**src/rtl/nlk_pkg.sv**
```systemverilog
package nlk_pkg;

  // Strobes from the control to the datapath, one per register action.
  typedef struct packed {
    logic txHoldLoad;   // capture parallel word into transmit holding register
    logic txShLoad;     // move holding register into shifter, emit first nibble
    logic txShift;      // emit next nibble from shifter
    logic rxShift;      // shift incoming nibble into assembly register
    logic rxHoldDirect; // last nibble arrives, output register free: write completed word
    logic rxHoldMove;   // parked word moves into freed output register
  } nlk_strobe_t;

endpackage

```
**src/rtl/nlk_ctrl.sv**
```systemverilog
module nlk_ctrl
  import nlk_pkg::*;
#(
  parameter int NIB_LONG  = 12,
  parameter int NIB_SHORT = 8
) (
  input  logic        clk,
  input  logic        rstN,
  input  logic        txMode,
  input  logic        wordWide,
  input  logic        txValid,
  output logic        txReady,
  input  logic        lnkAckI,
  output logic        clkOut,
  input  logic        lnkClkI,
  output logic        ackOut,
  output logic        rxValid,
  input  logic        rxReady,
  output nlk_strobe_t strb
);

  localparam int CNT_W = $clog2(NIB_LONG + 1);

  logic [CNT_W-1:0] nibTotal;
  assign nibTotal = wordWide ? CNT_W'(NIB_LONG) : CNT_W'(NIB_SHORT);

  // ---------------- transmit side ----------------
  logic [CNT_W-1:0] txCnt;      // nibbles still to send after the current one
  logic             txHoldFull;
  logic             clkReg;
  logic             txBusy, txAccept, txStart, txStep;

  assign txBusy   = (txCnt != '0);
  assign txReady  = txMode && !txHoldFull;
  assign txAccept = txValid && txReady;
  assign txStart  = txMode && !txBusy && txHoldFull && lnkAckI;
  assign txStep   = txBusy;

  always_ff @(posedge clk) begin
    if (!rstN) begin
      txHoldFull <= 1'b0;
      txCnt      <= '0;
      clkReg     <= 1'b1;
    end else begin
      if (txStart)       txHoldFull <= 1'b0;
      else if (txAccept) txHoldFull <= 1'b1;

      if (txStart)      txCnt <= nibTotal - CNT_W'(1);
      else if (txStep)  txCnt <= txCnt - CNT_W'(1);

      if (txStart || txStep) clkReg <= ~clkReg;
    end
  end

  assign clkOut = clkReg;

  // ---------------- receive side ----------------
  logic [CNT_W-1:0] rxCnt;      // nibbles of the current word already captured
  logic             prevClk;
  logic             asmFull;    // completed word parked in assembly register
  logic             rxHoldFull;
  logic             edgeSeen, lastNib, rxTake, holdFree;
  logic             goDirect, goPark, goMove;

  assign edgeSeen = !txMode && (lnkClkI != prevClk);
  assign lastNib  = edgeSeen && (rxCnt == nibTotal - CNT_W'(1));
  assign rxTake   = rxHoldFull && rxReady;
  assign holdFree = !rxHoldFull || rxTake;
  assign goDirect = lastNib && holdFree;
  assign goPark   = lastNib && !holdFree;
  assign goMove   = asmFull && holdFree && !lastNib;

  always_ff @(posedge clk) begin
    if (!rstN) begin
      prevClk    <= 1'b1;
      rxCnt      <= '0;
      asmFull    <= 1'b0;
      rxHoldFull <= 1'b0;
    end else begin
      prevClk <= lnkClkI;

      if (edgeSeen) rxCnt <= lastNib ? '0 : rxCnt + CNT_W'(1);

      if (goPark)      asmFull <= 1'b1;
      else if (goMove) asmFull <= 1'b0;

      if (goDirect || goMove) rxHoldFull <= 1'b1;
      else if (rxTake)        rxHoldFull <= 1'b0;
    end
  end

  assign rxValid = rxHoldFull;
  assign ackOut  = !txMode && !(rxHoldFull && ((rxCnt != '0) || asmFull));

  always_comb begin
    strb              = '0;
    strb.txHoldLoad   = txAccept;
    strb.txShLoad     = txStart;
    strb.txShift      = txStep;
    strb.rxShift      = edgeSeen;
    strb.rxHoldDirect = goDirect;
    strb.rxHoldMove   = goMove;
  end

  // ---------------- assertions ----------------
  p_idle_high_r4: assert property (@(posedge clk) disable iff (!rstN)
    (txCnt == '0) |-> clkReg)
    else $error("link clock low while no word in progress");

  p_wait_ack_r5: assert property (@(posedge clk) disable iff (!rstN)
    (txMode && !txBusy && !lnkAckI) |=> !txBusy)
    else $error("word begun without acknowledge");

  p_finish_word_r5: assert property (@(posedge clk) disable iff (!rstN)
    (txBusy && (txCnt != CNT_W'(1))) |=> txBusy)
    else $error("word abandoned before its last nibble");

  p_no_overflow_r6: assert property (@(posedge clk) disable iff (!rstN)
    lastNib |-> !asmFull)
    else $error("word arrived while another was parked");

  p_rx_count_r2: assert property (@(posedge clk) disable iff (!rstN)
    rxCnt < nibTotal)
    else $error("receive nibble count beyond word size");

  p_quiet_clock_r9: assert property (@(posedge clk) disable iff (!rstN)
    !txMode |-> clkReg)
    else $error("receiver toggled its link clock output");

endmodule

```
**src/rtl/nlk_dpath.sv**
```systemverilog
module nlk_dpath
  import nlk_pkg::*;
#(
  parameter int WORD_W  = 48,
  parameter int SHORT_W = 32,
  parameter int NIB_W   = 4
) (
  input  logic              clk,
  input  logic              rstN,
  input  logic              wordWide,
  input  nlk_strobe_t       strb,
  input  logic [WORD_W-1:0] txWord,
  input  logic [NIB_W-1:0]  lnkDatI,
  output logic [NIB_W-1:0]  nibOut,
  output logic [WORD_W-1:0] rxWord
);

  localparam int PAD = WORD_W - SHORT_W;
  localparam logic [WORD_W-1:0] SHORT_MASK = {{PAD{1'b0}}, {SHORT_W{1'b1}}};

  function automatic logic [WORD_W-1:0] fitWidth(input logic [WORD_W-1:0] w,
                                                 input logic wide);
    return wide ? w : (w & SHORT_MASK);
  endfunction

  logic [WORD_W-1:0] txHold, txSh, aligned;
  logic [WORD_W-1:0] asmReg, asmNext, rxHold;
  logic [NIB_W-1:0]  nibReg;

  // Short words sit in the low bits; move them to the top so the shifter
  // always emits from its most-significant nibble.
  assign aligned = wordWide ? txHold : (txHold << PAD);
  assign asmNext = {asmReg[WORD_W-NIB_W-1:0], lnkDatI};

  always_ff @(posedge clk) begin
    if (!rstN) begin
      txHold <= '0;
      txSh   <= '0;
      nibReg <= '0;
      asmReg <= '0;
      rxHold <= '0;
    end else begin
      if (strb.txHoldLoad) txHold <= txWord;

      if (strb.txShLoad) begin
        nibReg <= aligned[WORD_W-1 -: NIB_W];
        txSh   <= aligned << NIB_W;
      end else if (strb.txShift) begin
        nibReg <= txSh[WORD_W-1 -: NIB_W];
        txSh   <= txSh << NIB_W;
      end

      if (strb.rxShift) asmReg <= asmNext;

      if (strb.rxHoldDirect)    rxHold <= fitWidth(asmNext, wordWide);
      else if (strb.rxHoldMove) rxHold <= fitWidth(asmReg, wordWide);
    end
  end

  assign nibOut = nibReg;
  assign rxWord = rxHold;

  p_short_upper_zero_r2: assert property (@(posedge clk) disable iff (!rstN)
    ((strb.rxHoldDirect || strb.rxHoldMove) && !wordWide)
      |=> (rxWord[WORD_W-1:SHORT_W] == '0))
    else $error("short word delivered with upper bits set");

endmodule

```
**src/rtl/nibble_link.sv**
```systemverilog
module nibble_link
  import nlk_pkg::*;
#(
  parameter int WORD_W  = 48,
  parameter int SHORT_W = 32,
  parameter int NIB_W   = 4
) (
  input  logic              clk,
  input  logic              rstN,
  input  logic              txMode,
  input  logic              wordWide,
  input  logic              txValid,
  output logic              txReady,
  input  logic [WORD_W-1:0] txWord,
  output logic              rxValid,
  input  logic              rxReady,
  output logic [WORD_W-1:0] rxWord,
  output logic              lnkClkO,
  output logic              lnkClkOe,
  output logic [NIB_W-1:0]  lnkDatO,
  output logic              lnkDatOe,
  input  logic              lnkClkI,
  input  logic [NIB_W-1:0]  lnkDatI,
  output logic              lnkAckO,
  output logic              lnkAckOe,
  input  logic              lnkAckI
);

  localparam int NIB_LONG  = WORD_W / NIB_W;
  localparam int NIB_SHORT = SHORT_W / NIB_W;

  nlk_strobe_t strb;

  nlk_ctrl #(
    .NIB_LONG (NIB_LONG),
    .NIB_SHORT(NIB_SHORT)
  ) uCtrl (
    .clk     (clk),
    .rstN    (rstN),
    .txMode  (txMode),
    .wordWide(wordWide),
    .txValid (txValid),
    .txReady (txReady),
    .lnkAckI (lnkAckI),
    .clkOut  (lnkClkO),
    .lnkClkI (lnkClkI),
    .ackOut  (lnkAckO),
    .rxValid (rxValid),
    .rxReady (rxReady),
    .strb    (strb)
  );

  nlk_dpath #(
    .WORD_W (WORD_W),
    .SHORT_W(SHORT_W),
    .NIB_W  (NIB_W)
  ) uDpath (
    .clk     (clk),
    .rstN    (rstN),
    .wordWide(wordWide),
    .strb    (strb),
    .txWord  (txWord),
    .lnkDatI (lnkDatI),
    .nibOut  (lnkDatO),
    .rxWord  (rxWord)
  );

  assign lnkClkOe = txMode;
  assign lnkDatOe = txMode;
  assign lnkAckOe = !txMode;

  p_hold_stable_r7: assert property (@(posedge clk) disable iff (!rstN)
    (rxValid && !rxReady) |=> (rxValid && $stable(rxWord)))
    else $error("received word dropped or changed before it was taken");

endmodule

```
**config.mk**
```make
export PLATFORM = sky130hd
export DESIGN_NAME = nibble_link
export DESIGN_NICKNAME = d
export VERILOG_FILES = /design/src/rtl/nlk_pkg.sv /design/src/rtl/nlk_ctrl.sv /design/src/rtl/nlk_dpath.sv /design/src/rtl/nibble_link.sv
export SDC_FILE = /design/constraint.sdc
export NUM_CORES = 1
export LEC_CHECK = 0
export ABC_AREA = 0
export BUFFER_PORTS_ARGS = -buffer_cell sky130_fd_sc_hd__buf_2
export CORE_MARGIN = 1.5
export CORE_UTILIZATION = 37
export CTS_BUF_LIST = sky130_fd_sc_hd__clkbuf_16
export DETAILED_ROUTE_END_ITERATION = 8
export PLACE_DENSITY = 0.6
export SYNTH_ARGS = -nofsm -noshare
export SYNTH_HDL_FRONTEND = slang
export SYNTH_SLANG_ARGS = --single-unit
export TNS_END_PERCENT = 5
```
**constraint.sdc**
```tcl
create_clock -name clk -period 1.6 [get_ports clk]
set_input_delay 0.16 -clock clk [delete_from_list [all_inputs] [get_ports clk]]
set_output_delay 0.16 -clock clk [all_outputs]
set_load 0.005 [all_outputs]
```
### After elaboration in Yosys (flattened, before gate mapping)

Index checks and enable logic that the tools add are counted.

* bits in registers: 205
* bits of input ports: 60
* output and inout bits: 59
* word-level logic and storage cells: 68

* add/sub/neg operators: 3
* eq/ne operators: 2
* multiplexer cells: 17
* bitwise gates (word level): 2
* reductions and logical operators: 32

Operators by type and width (number)
* $mux 48: 7
* $mux 4: 5
* $logic_and 1x1->1: 14
* $reduce_bool 2->1: 4
* $reduce_bool 4->1: 2
* $sub 4x1->4 const B: 2
* $logic_not 1->1: 7
* $add 4x1->4 const B: 1
* $eq 4x4->1: 1
* $logic_or 1x1->1: 4
* $mux 1: 4
* $mux 3: 1
* $not 1->1: 2
* $reduce_or 2->1: 1
* $ne 1x1->1: 1

### Longest topological paths before layout

Gate-level depths: netlist of the first run.

* depth in word-level cells: 8
* depth in mapped cells: 8
* gate-level depth less buffers: 6

### Hierarchy

A second synthesis of the first run with hierarchy kept.

* cells, all modules: 815
* area total of the unflattened synthesis: 9201.3 um^2

Modules (own cells, without submodules)
* nlk_dpath: instances 1, cells an instance 725, area an instance 8459.4 um^2, seq. area each 3843.7 um^2
* nlk_ctrl: instances 1, cells an instance 87, area an instance 723.2 um^2, seq. area each 260.2 um^2
* nibble_link: instances 1, cells an instance 3, area an instance 18.8 um^2, seq. area each 0.0 um^2

### Worst setup path after synthesis of the first run

Ideal clock, no wire load.

* path type: register to register
* from: register uCtrl.rxHoldFull (netlist: uCtrl.rxValid)
* to: register uDpath.rxHold[43] (netlist: uDpath.rxWord[43])
* setup time: 0.133 ns
* arrival time: 1.432 ns
* required time: 1.467 ns
* slack: 0.034 ns
* cell stages (with the launch flop): 8
* path buffers: 3
* clock period less this slack: 1.566 ns
* path through: dfxtp_1 > nor2b_1 > clkbuf_1 > or3_1 > buf_2 > buf_2 > a211oi_1 > a311oi_1

* cells in the longest elaborated chain, start to end: 5
* elaborated cells between the ends (all ways): 8
* those cells by class: mux (1); reduce/logical (7)

RTL lines
* from (decl): RTL line nlk_ctrl.sv:61 `logic rxHoldFull;`
* from (signal assigned): RTL line nlk_ctrl.sv:78 `rxHoldFull <= 1'b0;`
* from (signal assigned): RTL line nlk_ctrl.sv:87 `if (goDirect || goMove) rxHoldFull <= 1'b1;`
* from (signal assigned): RTL line nlk_ctrl.sv:88 `else if (rxTake) rxHoldFull <= 1'b0;`
* $logic_not 1->1 or $logic_and 1x1->1 (tied branches): RTL line nlk_ctrl.sv:68, nlk_ctrl.sv:67
* $logic_or 1x1->1 (*): RTL line nlk_ctrl.sv:68 `assign holdFree = !rxHoldFull || rxTake;`
* $logic_and 1x1->1 (2 in series): RTL line nlk_ctrl.sv:71 `assign goMove = asmFull && holdFree && !lastNib;`
* $reduce_bool 2->1 (no line)
* to (signal assigned): RTL line nlk_dpath.sv:55 `if (strb.rxHoldDirect) rxHold <= fitWidth(asmNext, wordWide);`
* to (signal assigned): RTL line nlk_dpath.sv:56 `else if (strb.rxHoldMove) rxHold <= fitWidth(asmReg, wordWide);`
* to (decl): RTL line nlk_dpath.sv:27 `logic [WORD_W-1:0] asmReg, asmNext, rxHold;`

Mark *: on every way between the ends. The rest lies on a longest branch, timed or not.
A chain may end at the register's enable or synchronous reset.

### Worst setup path after layout of the first run

* from: register uCtrl.rxCnt[0]
* to: output port lnkAckO

* cells in the longest elaborated chain, start to end: 5

RTL lines
* from (decl): RTL line nlk_ctrl.sv:58 `logic [CNT_W-1:0] rxCnt;`
* from (signal assigned): RTL line nlk_ctrl.sv:82 `if (edgeSeen) rxCnt <= lastNib ? '0 : rxCnt + CNT_W'(1);`
* $reduce_bool 4->1: RTL line nlk_ctrl.sv:93 `assign ackOut = !txMode && !(rxHoldFull && ((rxCnt != '0) || asmFull));`
* $logic_or 1x1->1: RTL line nlk_ctrl.sv:93
* $logic_and 1x1->1: RTL line nlk_ctrl.sv:93
* $logic_not 1->1: RTL line nlk_ctrl.sv:93
* $logic_and 1x1->1: RTL line nlk_ctrl.sv:93
* to (decl): RTL line nibble_link.sv:24 `output logic lnkAckO,`

Every way passes these cells.

==> flow_summary_export.csv, run 1 <==
group,metric,value,unit
status,outcome,"completed",
synthesis,yosysTopAreaCell,"dfxtp_1",
placement,routabilityCongestion,0.779,
critical_path,path_delay_family,"flip-flops",
sta,finalCriticalPeriod,1560,ps
global_routing,grt_first_pass_wirelength,38700,µm
pwr,p_clk_frac,0.378,
final_layout,final_area,11100,µm²
final_layout,finalNonFillerCells,1531,
synthesis,synthSimpleGateAreaFrac,0.228,
final_layout,n_antenna_cell,0,
sta,totalNegativeSetupSlack,0,ps
floorplan,row_count,55,
routing,wl,23900,µm
sta,max_slew.worst_pin.slew,448,ps
critical_path,crit_path_start_kind,"flop",
sta,setup_violations,0,
synthesis,synth_area_leaders,"dfxtp_1 (48%), nand2_1 (16%), a21oi_1 (8.6%)",
pwr,p_int,9.69,mW
pwr,p_comb_frac,0.197,
synthesis,ys_types,40,
critical_path,worst_ep_required_time,1440,ps
critical_path,crit_buf_inv,2,
floorplan,start_util,0.377,
final_layout,num-fill-cells,2189,
sta,hold_viol,0,
pwr,power_frac_seq,0.425,
floorplan,die_h,155,µm
final_layout,seqCellArea,4110,µm²
cts,htree_levels,1,
placement,dp_slack,-112,ps
synthesis,synth_area,8540,µm²
synthesis,synthMuxAreaShare,0.0375,
synthesis,syn_inst,1087,
placement,placed_area,9610,µm²
routing,drtIter0Drc,522,
placement,dp_cells,1429,
cts,clockBufferDepth,3,
sta,slew_viol_final,0,
placement,port_buffers,118,
min_path,min_path_cells,4,
global_routing,gr-total-overflow,0,
run,max-cap-violations,0,
cts,root_buffer,"clkbuf_16",
critical_path,critPathCaptureType,"primary output",
synthesis,synth_top_family_by_area,"simple AND/OR/NAND/NOR gates",
synthesis,postSynthAreaPerCell,7.86,µm²
cts,worstSkewPairLatency,500,ps
critical_path,worstSetupPathType,"reg2out",
critical_path,critical_path.slowest_cell,"dfxtp_2",
sta,max_freq,639,MHz
cts,cts.sinks,205,
global_routing,grt_pass1_vias,7632,
routing,via_count,8013,
final_layout,nets,1295,
critical_path,reg2reg_depth,7,
synthesis,synthAdderAreaFrac,0.00586,
pwr,swShare,0.276,
synthesis,synth_top_area_frac,0.480,
sta,maxSlewHeadroom,0.701,
pwr,p_sw,3.70,mW
critical_path,crit_chain,"inv_1, ha_1, nand3_2, a21oi_2, buf_2",
final_layout,area_delta_synth_final,29.6,%
synthesis,yosysWarnings,0,
floorplan,dieArea,24000,µm²
sta,rsz0062_at_grt,"true",
routing,antenna_left,0,
synthesis,syn_nets,1151,
floorplan,core-area,22600,µm²
pwr,pwr_density_cell,1210,nW/µm²
min_path,hp-class,"in2reg",
synthesis,synth_compound_area_frac,0.192,
final_layout,multi_input_area,4090,µm²
sta,clock_skew,16.3,ps
synthesis,synthXorXnorAreaFrac,0.00410,
critical_path,cp.depth,5,
synthesis,ys_ff_latch,205,
sta,timing.hold.ws,34.5,ps
routing,drcViolationCount,0,
pwr,leakage,4.01,nW
floorplan,die_w,155,µm
global_routing,grt_max_degree,63,
floorplan,ios,119,
critical_path,arrival,1400,ps
final_layout,drive_gt1_frac,0.175,
routing,wire_per_inst,15.6,µm
synthesis,synth_ff_type,"dfxtp_1",
synthesis,synth_seq_area_share,0.480,
pwr,max-vdd-ir-drop,0.674,mV
routing,dr.pass1.iters,5,
cts,cts_buffers,22,
placement,dp_hpwl,14300,µm
critical_path,slowest_delay,340,ps
global_routing,grt_antenna_before_repair,0,
sta,worst_slack,36.0,ps
cts,clk_pin_slew,60,ps
global_routing,grt_usage,0.194,
routing,avgViaCountPerCell,5.23,
sta,finalCritPeriodShare,0.977,
critical_path,cp_max_fo,4,
cts,cts_tree,"done",
synthesis,synth_edf_count,0,
synthesis,async_reset_ff_frac,0,
==> worst reg2reg max path: cells and delay by family (launching register included) <==
kind / cells / cell delay, ps
AO/OA/AOI/OAI: 2 / 220
adder cells (fa/ha/maj): 1 / 180
buffers and inverters: 3 / 470
flip-flops: 1 / 320
AND/OR/NAND/NOR: 1 / 290
==> metal layers <==
layer	up-vias	part of all wire	track usage	wire length, µm
met2	192	0.49	0.346	11800
met5	-	0	0	0
met3	27	0.042	0.0245	996
met1	3740	0.45	0.252	10800
met4	0	0.014	0.0362	340
li1	4054	-	-	-
==> state kept, by name, summed over array words and instances (netlist names) <==
name,flops
uDpath.nibOut,4
uCtrl.prevClk,1
uDpath.txHold,48
uDpath.rxWord,48
uCtrl.asmFull,1
uCtrl.txHoldFull,1
uDpath.asmReg,48
uCtrl.clkOut,1
uCtrl.txCnt,4
uCtrl.rxValid,1
uDpath.txSh,44
uCtrl.rxCnt,4
==> power groups by stage <==
| stage | logic [mW] | registers, mW | clock network [mW] |
|---|---|---|---|
| 2_1_floorplan | 1.34 | 5.72 | 0 |
| 3_3_place_gp | 1.99 | 5.78 | 0 |
| 3_5_place_dp | 2.00 | 5.79 | 0 |
| 4_1_cts | 2.11 | 5.68 | 5.18 |
| 5_1_grt | 2.91 | 5.73 | 5.42 |
| 6_report | 2.64 | 5.69 | 5.06 |
==> area by class of cell <==
cell class | instances | share of cell area
clock inverters | 16 | 0.0128
repair buffers | 218 | 0.159
clock buffers | 23 | 0.0520
well taps | 285 | 0.0322
flip-flops and latches | 205 | 0.371
multi-input cells | 776 | 0.369
inverters | 8 | 0.00316
==> what timing repair did <==
item / 4_1_cts / 5_1_grt
buffers inserted: 0 / 4
setup endpoints to repair: 43 / 95
resized for setup: 4 / 23
pin swaps: 1 / 4
hold buffers: 55 / 0
endpoints found under the hold margin: 55 / 0
gates cloned: 0 / 4
==> through the flow <==
stage / total power [mW] / util
final: 13.4 / 0.489
after global routing: 14.1 / 0.489
after CTS: 13.0 / 0.481
after detailed placement: 7.79 / 0.425
after global placement: 7.77 / 0.425
after floorplan: 7.06 / -
==> kinds of logic after synthesis <==
logic type,Yosys count
DFF,205
adders and majority gates,4
muxes,32
AOI/OAI and AO/OA,260
and+or+nand+nor,476
buffers and inverters,106
xor gates and xnor gates,4
==> worst paths after layout <==
| kind | from | to | slack, ps |
|---|---|---|---|
| worst min register to register | uDpath.txHold[46]$_SDFFE_PN0P_ | uDpath.txHold[46]$_SDFFE_PN0P_ | 450 |
| worst max register to register | uCtrl.txCnt[1]$_SDFFE_PN0P_ | uDpath.txSh[43]$_SDFFE_PN0P_ | 60 |
| worst min-delay path | wordWide | uCtrl.rxCnt[2]$_SDFFE_PN0P_ | 30 |
| worst max-delay path | uCtrl.rxCnt[0]$_SDFFE_PN0P_ | lnkAckO | 40 |
==> cell usage after synthesis, types with 2 or more instances <==
library cell,n
nor2b_1,2
nand2_1,363
buf_4,2
o22ai_1,4
a21oi_1,146
inv_1,7
nand2b_1,2
nand4_1,5
o21ai_0,4
buf_2,28
nor2_1,18
a311oi_1,56
dfxtp_1,205
xor2_1,2
a211oi_1,10
mux2i_1,32
nand3_1,34
clkbuf_1,61
and3_1,5
xnor2_1,2
nor3_1,37
ha_1,4
buf_1,7
o211ai_1,32
a21boi_0,4
==> placed cells by master (no fill, tap or decap), types with 2 or more instances in the layout <==
master,instances
a311oi_1,50
ha_2,2
nand2b_1,2
a21oi_1,145
buf_2,117
a21boi_0,4
bufinv_16,3
dfxtp_1,201
o211ai_1,32
buf_12,19
ha_1,2
xor2_1,2
mux2i_1,32
nand4_1,5
nand2_2,2
and3_1,4
nand2_1,362
nand3_1,33
dfxtp_2,4
a311oi_2,6
clkinv_2,2
a211oi_1,10
dlygate4sd3_1,55
clkinv_1,4
buf_4,23
nor2_1,17
clkbuf_16,25
o21ai_0,4
o22ai_1,4
xnor2_1,2
inv_1,13
nor3_1,37
Power figures use the tool's default switching activity.
==> run 2, diff against run 1 <==
--- a/config.mk
+++ b/config.mk
@@ -7,11 +7,10 @@
 export LEC_CHECK = 0
 export ABC_AREA = 0
 export BUFFER_PORTS_ARGS = -buffer_cell sky130_fd_sc_hd__buf_2
-export CORE_MARGIN = 1.5
-export CORE_UTILIZATION = 37
+export CORE_UTILIZATION = 50
 export CTS_BUF_LIST = sky130_fd_sc_hd__clkbuf_16
 export DETAILED_ROUTE_END_ITERATION = 8
-export PLACE_DENSITY = 0.6
+export PLACE_DENSITY = 0.76
 export SYNTH_ARGS = -nofsm -noshare
 export SYNTH_HDL_FRONTEND = slang
 export SYNTH_SLANG_ARGS = --single-unit
==> run 2 against run 1 <==
Effect of this change: via count up 2.9%; design area fell by 0.98%; flip-flop and latch count is the same; first-iteration DRC count is 43% higher; critical endpoint unchanged; critical path depth stayed put; sequential power about the same; fmax fell by 0.18%; global-route usage up 6.7 points; clock skew fell by 7.7 ps; combinational power fell by 12%; die area fell by 27%; largest power group unchanged.
==> flow_summary_export.csv, run 2 (same netlist as run 1, synthesis figures left out) <==
group,metric,value,unit
critical_path,critPathCaptureType,"primary output",
routing,via_count,8246,
global_routing,grt_antenna_before_repair,0,
pwr,max-vdd-ir-drop,0.763,mV
routing,dr.pass1.iters,5,
routing,wl,23500,µm
critical_path,worstSetupPathType,"reg2out",
cts,cts_buffers,22,
final_layout,final_area,11000,µm²
floorplan,ios,119,
cts,cts_tree,"done",
routing,avgViaCountPerCell,5.65,
critical_path,ff2ff_setup_slack,60,ps
cts,cts.sinks,205,
cts,clockBufferDepth,3,
floorplan,dieArea,17600,µm²
min_path,hold_end,"uCtrl.rxCnt[2]$_SDFFE_PN0P_",
routing,wire_per_inst,16.1,µm
critical_path,cp_max_fo,4,
final_layout,mostFrequentLayoutCells,"nand2_1 (363), dfxtp_1 (202), a21oi_1 (145)",
critical_path,crit_chain,"inv_1, ha_1, nand3_2, a21oi_2, buf_2",
routing,antenna_left,0,
critical_path,r2r-end,"uDpath.rxWord[17]$_SDFFE_PN0P_",
floorplan,core-area,16600,µm²
sta,slew_viol_final,0,
global_routing,gr-total-overflow,0,
critical_path,worst_ep_required_time,1440,ps
status,outcome,"completed",
sta,finalCriticalPeriod,1570,ps
final_layout,area_delta_synth_final,28.3,%
cts,htree_levels,1,
sta,finalCritPeriodShare,0.979,
final_layout,seqCellArea,4110,µm²
min_path,worstHoldStart,"wordWide",
floorplan,start_util,0.513,
sta,max_slew.worst_pin.slew,350,ps
run,max-cap-violations,0,
floorplan,row_count,47,
floorplan,die_h,133,µm
pwr,power.total,13.3,mW
global_routing,grt_usage,0.261,
placement,routabilityCongestion,0.808,
critical_path,critical_path.slowest_cell,"dfxtp_2",
pwr,leakage,3.98,nW
final_layout,n_antenna_cell,0,
routing,drcViolationCount,0,
final_layout,num-fill-cells,1345,
pwr,pwr_density_cell,1220,nW/µm²
cts,worstSkewPairLatency,500,ps
global_routing,grt_pass1_vias,7752,
critical_path,slowest_delay,340,ps
final_layout,final_common_cell,"nand2_1",
critical_path,reg2reg_depth,5,
sta,rsz0062_at_grt,"true",
sta,setup_violations,0,
sta,max_freq,638,MHz
sta,hold_viol,0,
critical_path,crit_path_start_kind,"flop",
min_path,min_path_cells,4,
final_layout,multi_input_area,4100,µm²
sta,maxSlewHeadroom,0.766,
routing,drtIter0Drc,747,
final_layout,nets,1288,
critical_path,r2r_start,"uCtrl.prevClk$_SDFF_PN1_",
floorplan,die_w,133,µm
critical_path,arrival,1410,ps
cts,root_buffer,"clkbuf_16",
placement,placed_area,9520,µm²
min_path,hp-class,"in2reg",
placement,port_buffers,118,
placement,dp_hpwl,13400,µm
cts,clk_pin_slew,60,ps
sta,clock_skew,8.58,ps
final_layout,drive_gt1_frac,0.174,
global_routing,grt_max_degree,62,
global_routing,grt_first_pass_wirelength,38400,µm
-- run 2: cell type report --
cell class | count | share of cell area
Tap cell | 220 | 0.0251
Timing Repair Buffer | 211 | 0.154
Multi-Input combinational cell | 776 | 0.374
Clock inverter | 16 | 0.0167
Clock buffer | 23 | 0.0525
Inverter | 8 | 0.00320
Sequential cell | 205 | 0.375
-- run 2: worst max-delay path by stage --
stage | start | slack (ps) | end | cells after the start
after floorplan | uCtrl.rxValid$_SDFFE_PN0P_ | 30 | uDpath.rxWord[43]$_SDFFE_PN0P_ | 7
after global placement | lnkClkI | -5 | uCtrl.rxCnt[2]$_SDFFE_PN0P_ | 6
after detailed placement | uCtrl.prevClk$_SDFF_PN1_ | 5 | uDpath.rxWord[8]$_SDFFE_PN0P_ | 5
after CTS | uCtrl.rxCnt[0]$_SDFFE_PN0P_ | -20 | lnkAckO | 5
after global routing | uCtrl.rxValid$_SDFFE_PN0P_ | -50 | uDpath.rxWord[40]$_SDFFE_PN0P_ | 6
final | uCtrl.rxCnt[0]$_SDFFE_PN0P_ | 30 | lnkAckO | 5
-- run 2: metal layers --
metal | global-route usage | vias to the layer above | part of all wire
met2 | 0.460 | 274 | 0.49
met5 | 0 | - | 0
met3 | 0.0310 | 36 | 0.054
met4 | 0.0600 | 0 | 0.018
li1 | - | 4028 | -
met1 | 0.340 | 3908 | 0.43
-- run 2: worst max-delay path: cells and delay by family, from the launching register on --
kind / cells / cell delay [ps]
AO/OA/AOI/OAI: 1 / 110
adder cells (fa/ha/maj): 1 / 170
flip-flops: 1 / 340
buffers and inverters: 2 / 190
AND/OR/NAND/NOR: 1 / 100
-- run 2: report_power, final --
part	internal, mW	total (mW)	switching [mW]
clock	3.25	5.30	2.05
combinational	0.939	2.32	1.38
sequential	5.45	5.70	0.249
-- run 2: what timing repair did --
item | in CTS | in global routing
setup endpoints to repair | 7 | 121
pin swaps | 1 | 2
gates cloned | 0 | 2
gates resized for setup | 3 | 16
hold endpoints to repair | 55 | 0
setup buffers | 0 | 1
hold buffers | 55 | 0
-- run 2: stage by stage --
step	hold WS, ps	util	instances	worst slack (ps)	setup TNS, ps
2_1_floorplan	222	-	1087	34.3	0
3_3_place_gp	382	0.572	1362	-5.15	-5.15
3_5_place_dp	383	0.572	1362	5.15	0
4_1_cts	42.2	0.651	1456	-24.0	-24.0
5_1_grt	80.8	0.659	1459	-54.7	-409
6_report	62.0	0.659	1459	33.2	0
==> run 3, diff against run 2 <==
--- a/config.mk
+++ b/config.mk
@@ -14,4 +14,4 @@
 export SYNTH_ARGS = -nofsm -noshare
 export SYNTH_HDL_FRONTEND = slang
 export SYNTH_SLANG_ARGS = --single-unit
-export TNS_END_PERCENT = 5
+export TNS_END_PERCENT = 50
==> constraint.sdc (replaced) <==
create_clock -name clk -period 1.6 [get_ports clk]
set_input_delay 0.32 -clock clk [delete_from_list [all_inputs] [get_ports clk]]
set_output_delay 0.32 -clock clk [all_outputs]
set_load 0.005 [all_outputs]
==> run 3 against run 2 <==
Effect of this change: the run now ends with setup timing left; core utilization shrank 2.9 points; cell count shrank 2.9%; die area is the same; via count shrank 2.0%; critical path depth is the same; global-route usage shrank 1.0 points; clock skew shrank 3.1 ps; clock power shrank 7.7%; hold slack lost 30 ps; first-iteration DRC count shrank 3.3%; setup slack lost 88 ps; wire length shrank 5.0%; critical path type unchanged; largest power group unchanged.
==> flow_summary_export.csv, run 3 (same netlist as run 1, synthesis figures left out) <==
group,metric,value,unit
routing,drcViolationCount,0,
pwr,leakage,3.82,nW
placement,routabilityCongestion,0.816,
global_routing,grt_first_pass_wirelength,36700,µm
critical_path,path_delay_family,"flip-flops",
final_layout,area_delta_synth_final,22.7,%
sta,clock_skew,5.53,ps
critical_path,crit_end,"lnkAckO",
global_routing,grt_usage,0.251,
critical_path,r2r-end,"uDpath.rxWord[14]$_SDFFE_PN0P_",
floorplan,dieArea,17600,µm²
global_routing,gr-total-overflow,0,
sta,max_slew.worst_pin.slew,456,ps
final_layout,drive_gt1_frac,0.189,
critical_path,ff2ff_setup_slack,40,ps
floorplan,row_count,47,
floorplan,ios,119,
global_routing,grt_antenna_before_repair,0,
routing,drtIter0Drc,722,
pwr,power.total,13.0,mW
run,max-cap-violations,0,
pwr,p_int,9.34,mW
cts,clockBufferDepth,3,
cts,worstSkewPairLatency,500,ps
critical_path,startpoint,"uCtrl.rxCnt[2]$_SDFFE_PN0P_",
floorplan,start_util,0.513,
pwr,pwr_density_cell,1240,nW/µm²
cts,holdBufCountCts,0,
sta,maxSlewHeadroom,0.696,
routing,antenna_left,0,
cts,clk_pin_slew,60,ps
critical_path,worstSetupPathType,"reg2out",
floorplan,die_h,133,µm
final_layout,n_antenna_cell,0,
routing,dr.pass1.iters,5,
sta,max_freq,604,MHz
critical_path,cp_max_fo,2,
global_routing,grt_max_degree,79,
cts,cts.sinks,205,
pwr,swShare,0.280,
pwr,max-vdd-ir-drop,0.802,mV
cts,cts_buffers,22,
critical_path,worst_ep_required_time,1280,ps
cts,root_buffer,"clkbuf_16",
sta,worst_slack,-54.6,ps
cts,htree_levels,1,
sta,rsz0062_at_grt,"true",
critical_path,critPathCaptureType,"primary output",
critical_path,slowest_delay,320,ps
routing,wire_per_inst,15.8,µm
placement,dp_hpwl,13700,µm
routing,via_count,8084,
final_layout,nets,1248,
routing,avgViaCountPerCell,5.71,
final_layout,final_common_cell,"nand2_1",
sta,slew_viol_final,0,
sta,finalCriticalPeriod,1650,ps
sta,hold_viol,0,
floorplan,die_w,133,µm
pwr,power_frac_seq,0.439,
pwr,p_comb_frac,0.185,
placement,port_buffers,118,
sta,finalCritPeriodShare,1.03,
routing,wl,22400,µm
pwr,p_clk_frac,0.377,
min_path,hp-class,"in2reg",
critical_path,r2r_start,"uCtrl.rxCnt[0]$_SDFFE_PN0P_",
critical_path,reg2reg_depth,7,
sta,timing.hold.ws,31.8,ps
final_layout,mostFrequentLayoutCells,"nand2_1 (363), dfxtp_1 (199), a21oi_1 (145)",
cts,cts_tree,"done",
critical_path,crit_path_start_kind,"flop",
critical_path,crit_buf_inv,2,
critical_path,arrival,1330,ps
pwr,p_sw,3.64,mW
critical_path,cp.depth,5,
global_routing,grt_pass1_vias,7436,
critical_path,crit_chain,"buf_6, nor2_4, nand3_2, a21oi_2, buf_2",
status,outcome,"complete, but fails checks",
floorplan,core-area,16600,µm²
sta,setup_violations,1,
critical_path,critical_path.slowest_cell,"dfxtp_2",
status,failed_checks,"setup timing",
==> run 3: changes by cell type in the layout (fill, tap and decap cells not counted), moves of 3 or more <==
cell / previous run / this run
buf_4: 18 / 29
buf_6: 1 / 4
clkinv_2: 6 / 2
dfxtp_1: 202 / 199
dfxtp_2: 3 / 6
dlygate4sd3_1: 55 / 0
==> run 3: power groups by stage <==
stage,clock network (mW),logic (mW),registers [mW]
finish,4.89,2.40,5.69
global route,5.19,2.60,5.73
CTS,4.95,2.01,5.68
detailed placement,0,1.99,5.79
global placement,0,1.95,5.78
floorplan,0,1.34,5.72
==> run 3: per-layer routing <==
layer,share of wire,up-vias,GRT usage
met5,0,-,0
met4,0.027,0,0.0843
met3,0.060,50,0.0322
met2,0.48,304,0.420
met1,0.43,3771,0.334
li1,-,3959,-
==> run 3: area by class of cell <==
cell class	count	area (µm²)
flip-flops and latches	205	4110
well taps	220	275
fillers	1425	6160
clock inverters	14	113
inverters	8	35.0
multi-input cells	776	4080
repair buffers	171	1290
clock buffers	23	576
==> run 3: worst reg2reg max path: stages, from the launching register on <==
cell,delay [ps]
dfxtp_2,320
buf_4,130
ha_1,210
buf_4,160
o21ai_4,70
buf_12,220
nor3_1,100
a311oi_1,260
==> run 3: metrics by stage <==
step                      utilization  setup TNS (ps)  instances  cell area [µm²]  setup WS (ps)
after CTS                       0.624           -89.2       1412            10400          -75.4
after global routing            0.630            -595       1417            10500           -145
final                           0.630           -54.6       1417            10500          -54.6
after global placement          0.577               0       1371             9610           13.9
after floorplan                     -               0       1087             8540           34.3
after detailed placement        0.577               0       1371             9610           1.59
==> run 3: worst min-delay path by stage <==
stage                                           start                          end  slack (ps)  depth (start not counted)
final                                         lnkClkI     uCtrl.prevClk$_SDFF_PN1_          30                          2
after global routing                          lnkClkI     uCtrl.prevClk$_SDFF_PN1_          40                          2
after CTS                                     lnkClkI     uCtrl.prevClk$_SDFF_PN1_          10                          2
after detailed placement  uDpath.txSh[4]$_SDFFE_PN0P_  uDpath.txSh[4]$_SDFFE_PN0P_         450                          2
after global placement    uDpath.txSh[5]$_SDFFE_PN0P_  uDpath.txSh[5]$_SDFFE_PN0P_         440                          2
after floorplan                                  rstN    uCtrl.clkOut$_SDFFE_PN1P_         380                          1
==> run 3: repair_timing <==
action / CTS / global route
resized for setup: 18 / 8
pin swaps: 2 / 12
buffers inserted: 4 / 3
endpoints found under the setup margin: 2 / 73
endpoints found under the hold margin: 0 / 0
gates cloned: 0 / 2
